File: src/rtl/mpirq_pkg.sv
// Package mpirq_pkg
// Shared helpers for the interrupt controller: the priority search used by
// every processor port. Assumes bit 0 of every 16-bit vector is unused.
package mpirq_pkg;

    localparam int LINES      = 32;
    localparam int LO_W       = 16;
    localparam int LVL_W      = 4;
    localparam logic [3:0] CHAIN_LVL = 4'd12;

    // Return the index of the highest set bit among bits 15..1, or 0.
    function automatic logic [3:0] top_index(input logic [15:0] v);
        logic [3:0] r;
        r = 4'd0;
        for (int i = 1; i < 16; i++) begin
            if (v[i]) r = 4'(i);
        end
        return r;
    endfunction

    // Return the index (0..15) of the highest set bit of a 16-bit vector.
    function automatic logic [3:0] top_index_all(input logic [15:0] v);
        logic [3:0] r;
        r = 4'd0;
        for (int i = 0; i < 16; i++) begin
            if (v[i]) r = 4'(i);
        end
        return r;
    endfunction

endpackage

File: src/rtl/mpirq_pending.sv
// Module mpirq_pending
// Holds the shared pending bits for lines 1..15 and the extended pending
// bits for lines 16..31. Captures 0->1 edges of the lines; a new edge
// outranks any clear request arriving in the same cycle.
// Assumes irq_lines is synchronous to clk.
module mpirq_pending
    import mpirq_pkg::*;
(
    input  logic              clk,
    input  logic              rst_n,
    input  logic [LINES-1:0]  irq_lines,
    input  logic [LO_W-1:0]   clr_lo,
    input  logic [LO_W-1:0]   clr_hi,
    output logic [LO_W-1:0]   pend_q,
    output logic [LO_W-1:0]   ext_q
);

    logic [LINES-1:0] lines_prev;
    logic [LINES-1:0] rise;

    // Edge detect on the interrupt bus.
    assign rise = irq_lines & ~lines_prev;

    // Remember last line values for edge detection.
    always_ff @(posedge clk) begin
        if (!rst_n) lines_prev <= '0;
        else        lines_prev <= irq_lines;
    end

    // Pending update: clear first, then new edges set (set wins).
    always_ff @(posedge clk) begin
        if (!rst_n) begin
            pend_q <= '0;
            ext_q  <= '0;
        end else begin
            pend_q <= ((pend_q & ~clr_lo) | rise[LO_W-1:0]) & 16'hFFFE;
            ext_q  <= (ext_q & ~clr_hi) | rise[LINES-1:LO_W];
        end
    end

endmodule

File: src/rtl/mpirq_cpu_port.sv
// Module mpirq_cpu_port
// One processor's view: mask (with extended mask in the upper half),
// force, two-tier priority encode, acknowledge handling and the
// extended-acknowledge record. Assumes ack_lvl is meaningful only while
// ack_vld is high; a register write to force wins over an acknowledge.
module mpirq_cpu_port
    import mpirq_pkg::*;
(
    input  logic              clk,
    input  logic              rst_n,
    input  logic [LO_W-1:0]   pend,
    input  logic [LO_W-1:0]   ext_pend,
    input  logic [LO_W-1:0]   tier,
    input  logic              mask_we,
    input  logic              force_we,
    input  logic [31:0]       wdata,
    input  logic              ack_vld,
    input  logic [LVL_W-1:0]  ack_lvl,
    output logic [LVL_W-1:0]  irl,
    output logic [31:0]       mask_q,
    output logic [LO_W-1:0]   force_q,
    output logic [4:0]        extack_q,
    output logic [LO_W-1:0]   pend_clr,
    output logic [LO_W-1:0]   ext_clr
);

    logic [LO_W-1:0]  ext_hit;
    logic [LO_W-1:0]  chain;
    logic [LO_W-1:0]  active;
    logic [LVL_W-1:0] hi_lvl;
    logic [LVL_W-1:0] lo_lvl;
    logic [LO_W-1:0]  ack_hot;
    logic             ack_forced;
    logic [3:0]       ext_sel;
    logic             ext_take;

    // Build this processor's active set from shared and private state.
    always_comb begin
        ext_hit = ext_pend & mask_q[31:16];
        chain   = '0;
        chain[CHAIN_LVL] = |ext_hit;
        active  = (((pend | chain) & mask_q[15:0]) | force_q) & 16'hFFFE;
    end

    // Two-tier priority encode: tier 1 first, then tier 0.
    always_comb begin
        hi_lvl = top_index(active & tier);
        lo_lvl = top_index(active & ~tier);
        irl    = (hi_lvl != 4'd0) ? hi_lvl : lo_lvl;
    end

    // Decode the acknowledge into force/pending/extended clear requests.
    always_comb begin
        ack_hot = '0;
        ack_hot[ack_lvl] = ack_vld;
        ack_hot[0]       = 1'b0;
        ack_forced = |(ack_hot & force_q);
        pend_clr   = ack_forced ? '0 : ack_hot;
        ext_sel    = top_index_all(ext_hit);
        ext_take   = ack_vld && !ack_forced && (ack_lvl == CHAIN_LVL) && (|ext_hit);
        ext_clr    = '0;
        ext_clr[ext_sel] = ext_take;
    end

    // Mask register: written only through the register port.
    always_ff @(posedge clk) begin
        if (!rst_n)       mask_q <= '0;
        else if (mask_we) mask_q <= wdata & 32'hFFFF_FFFE;
    end

    // Force register: write wins, otherwise an acknowledge clears its bit.
    always_ff @(posedge clk) begin
        if (!rst_n)          force_q <= '0;
        else if (force_we)   force_q <= wdata[15:0] & 16'hFFFE;
        else if (ack_forced) force_q <= force_q & ~ack_hot;
    end

    // Record the extended line number handed to the chained handler.
    always_ff @(posedge clk) begin
        if (!rst_n)        extack_q <= '0;
        else if (ext_take) extack_q <= {1'b1, ext_sel};
    end

endmodule

File: src/rtl/mpirq_ctrl.sv
// Module mpirq_ctrl (top)
// Decodes the register port, holds the tier register, merges the clear
// requests of all processor ports into the shared pending logic and
// replicates one port per processor. Assumes NCPU is 1..16 and that the
// register port performs at most one access per cycle.
module mpirq_ctrl
    import mpirq_pkg::*;
#(
    parameter int NCPU = 2
) (
    input  logic                  clk,
    input  logic                  rst_n,
    input  logic [LINES-1:0]      irq_lines,
    input  logic                  reg_en,
    input  logic                  reg_wr,
    input  logic [7:0]            reg_addr,
    input  logic [31:0]           reg_wdata,
    output logic [31:0]           reg_rdata,
    input  logic [NCPU-1:0]       ack_vld,
    input  logic [NCPU*LVL_W-1:0] ack_lvl,
    output logic [NCPU*LVL_W-1:0] irl
);

    localparam logic [1:0] GRP_GLOBAL = 2'd0;
    localparam logic [1:0] GRP_MASK   = 2'd1;
    localparam logic [1:0] GRP_FORCE  = 2'd2;
    localparam logic [1:0] GRP_EXTACK = 2'd3;

    logic [1:0]      grp;
    logic [3:0]      idx;
    logic            wr_go;
    logic            word_ok;
    logic [LO_W-1:0] tier_q;
    logic [LO_W-1:0] pend_q;
    logic [LO_W-1:0] ext_q;
    logic [LO_W-1:0] clr_lo;
    logic [LO_W-1:0] clr_hi;

    logic [31:0]     mask_a   [NCPU];
    logic [LO_W-1:0] force_a  [NCPU];
    logic [4:0]      extack_a [NCPU];
    logic [LO_W-1:0] pclr_a   [NCPU];
    logic [LO_W-1:0] eclr_a   [NCPU];
    logic [NCPU*32-1:0]   mask_flat;
    logic [NCPU*LO_W-1:0] force_flat;

    // Address split: group in the top two bits, processor index below.
    assign grp     = reg_addr[7:6];
    assign idx     = reg_addr[5:2];
    assign word_ok = (reg_addr[1:0] == 2'b00);
    assign wr_go   = reg_en && reg_wr && word_ok;

    // Tier register at offset 0x00.
    always_ff @(posedge clk) begin
        if (!rst_n)                                  tier_q <= '0;
        else if (wr_go && reg_addr == 8'h00)         tier_q <= reg_wdata[15:0] & 16'hFFFE;
    end

    // Merge software clears and every processor's acknowledge clears.
    always_comb begin
        clr_lo = '0;
        clr_hi = '0;
        if (wr_go && reg_addr == 8'h0C) begin
            clr_lo = reg_wdata[15:0];
            clr_hi = reg_wdata[31:16];
        end
        for (int c = 0; c < NCPU; c++) begin
            clr_lo = clr_lo | pclr_a[c];
            clr_hi = clr_hi | eclr_a[c];
        end
    end

    mpirq_pending u_pending (
        .clk       (clk),
        .rst_n     (rst_n),
        .irq_lines (irq_lines),
        .clr_lo    (clr_lo),
        .clr_hi    (clr_hi),
        .pend_q    (pend_q),
        .ext_q     (ext_q)
    );

    // One port per processor.
    for (genvar c = 0; c < NCPU; c++) begin : g_cpu
        logic mwe;
        logic fwe;
        assign mwe = wr_go && grp == GRP_MASK  && idx == 4'(c);
        assign fwe = wr_go && grp == GRP_FORCE && idx == 4'(c);

        mpirq_cpu_port u_port (
            .clk      (clk),
            .rst_n    (rst_n),
            .pend     (pend_q),
            .ext_pend (ext_q),
            .tier     (tier_q),
            .mask_we  (mwe),
            .force_we (fwe),
            .wdata    (reg_wdata),
            .ack_vld  (ack_vld[c]),
            .ack_lvl  (ack_lvl[c*LVL_W +: LVL_W]),
            .irl      (irl[c*LVL_W +: LVL_W]),
            .mask_q   (mask_a[c]),
            .force_q  (force_a[c]),
            .extack_q (extack_a[c]),
            .pend_clr (pclr_a[c]),
            .ext_clr  (eclr_a[c])
        );

        assign mask_flat[c*32 +: 32]     = mask_a[c];
        assign force_flat[c*LO_W +: LO_W] = force_a[c];
    end

    // Combinational read multiplexer.
    always_comb begin
        reg_rdata = '0;
        if (word_ok) begin
            case (grp)
                GRP_GLOBAL: begin
                    if (idx == 4'd0) reg_rdata = {16'h0, tier_q};
                    if (idx == 4'd1) reg_rdata = {ext_q, pend_q};
                end
                GRP_MASK:   if (int'(idx) < NCPU) reg_rdata = mask_a[idx];
                GRP_FORCE:  if (int'(idx) < NCPU) reg_rdata = {16'h0, force_a[idx]};
                GRP_EXTACK: if (int'(idx) < NCPU) reg_rdata = {27'h0, extack_a[idx]};
                default:    reg_rdata = '0;
            endcase
        end
    end

endmodule

File: config.mk
export PLATFORM = sky130hd
export DESIGN_NAME = mpirq_ctrl
export DESIGN_NICKNAME = d
export VERILOG_FILES = /design/src/rtl/mpirq_pkg.sv /design/src/rtl/mpirq_pending.sv /design/src/rtl/mpirq_cpu_port.sv /design/src/rtl/mpirq_ctrl.sv
export SDC_FILE = /design/constraint.sdc
export NUM_CORES = 1
export LEC_CHECK = 0
export ABC_CLOCK_PERIOD_IN_PS = 8050
export BUFFER_PORTS_ARGS = -buffer_cell sky130_fd_sc_hd__clkbuf_2
export CORE_ASPECT_RATIO = 0.75
export CORE_MARGIN = 1.5
export CORE_UTILIZATION = 33
export DETAILED_ROUTE_END_ITERATION = 12
export PLACE_DENSITY_LB_ADDON = 0.1
export REMOVE_ABC_BUFFERS = 1
export SLEW_MARGIN = 20
export SYNTH_ARGS = -nofsm -noshare
export SYNTH_HDL_FRONTEND = slang
export SYNTH_HIERARCHICAL = 1
export SYNTH_SLANG_ARGS = --single-unit
File: constraint.sdc
create_clock -name clk -period 8.05 [get_ports clk]
set_clock_uncertainty 0.1 [all_clocks]
set_input_delay 1.61 -clock clk [delete_from_list [all_inputs] [get_ports clk]]
set_output_delay 1.61 -clock clk [all_outputs]
set_load 0.005 [all_outputs]
==> key figures <==
Worst hold path
  – Worst min path class: reg2reg

Run status
  – Status: finished, final reports clean

STA
  – Final Setup Violations: 0
  – Final Max Slew Viols: 0
  – Fmax: ~180 MHz
  – Worst Max-Slew Pin Slew: 996.9 ps
  – Period utilization: 0.7069
  – Tmin final: approximately 5700 ps
  – Final Hold Fails: 0
  – Setup TNS: 0 ps
  – RSZ-0062 raised after global routing: false
  – Max_slew headroom: 0.3347

Synthesis
  – Ys Warns: 6
  – Cell Area, Synth: about 0.011 sq mm
  – Avg Inst Size Synth: around 8.4 sq um
  – Cells after Synth: 1319

Clock tree
  – Worst-Skew Late Latency: roughly 450 ps
  – TritonCTS sink count: ~180
  – CTS tree: yes
  – H-tree Lvls: 4
  – Setup repair bufs after CTS: 0
  – Resized cells post-CTS: 0
  – CTS Hold Bufs: 0
  – Root Buffer: clkbuf_16
  – Reg clk slew, reported paths: roughly 70 ps
  – CTS buffer count: 17
  – CTS max path bufs: 2

Die
  – Rows: 57
  – Full die area: between 0.03 and 0.04 sq mm
  – Initial Util: 0.3383
  – Die Y-Extent: 161.5 microns
  – Boundary Pins: ~130
  – Core ar.: around 0.033 sq mm
  – Die X: ~210 microns

Detailed routing
  – 1st-iter DRT viols: around 1100
  – Vias: ~10000
  – Total Wirelength: 41.76 mm
  – DRT antenna net count: 0
  – Routed length per placed instance: roughly 23 microns
  – Drt pass-1 iters: 5
  – Vias per cell: about 5.6
  – DRC Markers: 0

Critical path
  – Most used cell, CP: clkbuf_2
  – Worst-path maximum fanout: 27
  – Crit path max-delay cell type: and3_1
  – Crit Path Class: in2out
  – Crit end category: primary output
  – Crit-path max cell delay: between 800 and 900 ps
  – CP required: 6340 ps
  – Worst path top cell family by delay: simple AND/OR/NAND/NOR gates
  – Worst-path cell chain: clkbuf_2, nor2_2, buf_4, and3_1, a22oi_1, nor2_1, clkbuf_2
  – R2R Setup Slk: about 5100 ps
  – Startpoint types: input port
  – Worst path bufs/invs: 3
  – Crit path DAT: about 4000 ps

Cells and area
  – Most frequent cells in the layout: 179 x dfxtp_1, 126 x nor2_1, 121 x clkbuf_2
  – Share of post-route cells with drive strength above 1: 0.1770
  – Area delta synth->final: 13.35%
  – Post-route insts no fill: approximately 1800
  – Most common cell after layout, fill and taps aside: dfxtp_1
  – Final #Nets: between 1000 and 1500

Placement
  – Cells after DPL: approximately 1800
  – Global placement routability congestion: 0.9212
  – Hpwl dp: about 30 mm
  – I/O Buffers: roughly 120

Job
  – Max cap viols: 0

Global route
  – First-pass GRT wire length: approximately 63 mm
  – Largest net degree at the start of global routing: 54
  – Vias in the first global route: 9676
  – GRT Total Usage: 0.2436
  – Initial antenna violation count: 3
  – Total grt overflow: 0

Power and ir drop
  – Power density cells: approximately 160 mW/mm^2
  – Pleak: roughly 4.9 nW
  – Overall power: around 2 mW
  – Worst VDD drop: 94.33 uV
## stage by stage
step	hold WS, ps	util	area (sq um)	setup slack [ps]
floorplan	330.6	-	10620	3461
global placement	346.7	0.3645	11910	2338
detailed placement	355.4	0.3645	11910	2370
CTS	364.7	0.3833	12520	2364
global route	380.1	0.3833	12520	2226
finish	365.1	0.3835	12530	2359
## where the power goes
part / leakage (nW) / internal (mW) / switching (mW) / total, mW
Sequential: 1.46 / 0.906 / 0.0201 / 0.926
Clock: 0.287 / 0.532 / 0.369 / 0.901
Combinational: 3.18 / 0.0605 / 0.108 / 0.168
Total: 4.93 / 1.50 / 0.497 / 2.00
## metal layers
layer | routed length [microns] | global-route usage | vias to the layer above | part of all wire
li1 | - | - | 4971 | -
met1 | 22360 | 0.3916 | 5044 | 0.54
met2 | 15750 | 0.3211 | 376 | 0.38
met3 | 3196 | 0.04896 | 26 | 0.077
met4 | 448 | 0.05410 | 0 | 0.011
met5 | 0 | 0 | - | 0
## worst register-to-register path: stages (launching register included)
cell and delay, ps:
dfxtp_1 470, nand2_1 180, a32oi_1 420, nand3_1 160
o21ai_1 730, nor3_1 200, a211o_1 330, nand2b_1 150
a21boi_0 160
## sequential cells by signal (all words and copies together) (netlist names)
register and count:
g_cpu.u_port/force_q 30, u_pending/pend_q 15, g_cpu.u_port/mask_q 62, g_cpu.u_port/extack_q 10, u_pending/ext_q 16, tier_q 15
u_pending/lines_prev 31
## layout make-up
cell class	count	area [sq um]
timing repair buffer	135	710.7
fill	3434	20140
clock buffer	21	460.4
antenna	2	5.005
sequential	179	3583
multi-input combinational	1035	6975
tap	442	553.0
inverter	22	82.58
clock inverter	9	155.1
## path summary, 6_finish.rpt
path,startpoint,endpoint,depth (start not counted)
setup / recovery,reg_addr[7],reg_rdata[29],7
hold / removal,g_cpu[0].u_port/extack_q[1],g_cpu[0].u_port/extack_q[1],2
hold reg to reg,g_cpu[0].u_port/extack_q[1],g_cpu[0].u_port/extack_q[1],2
setup reg to reg,u_pending/ext_q[14],u_pending/ext_q[9],8
Note: power is estimated with default switching activity, not from simulation.
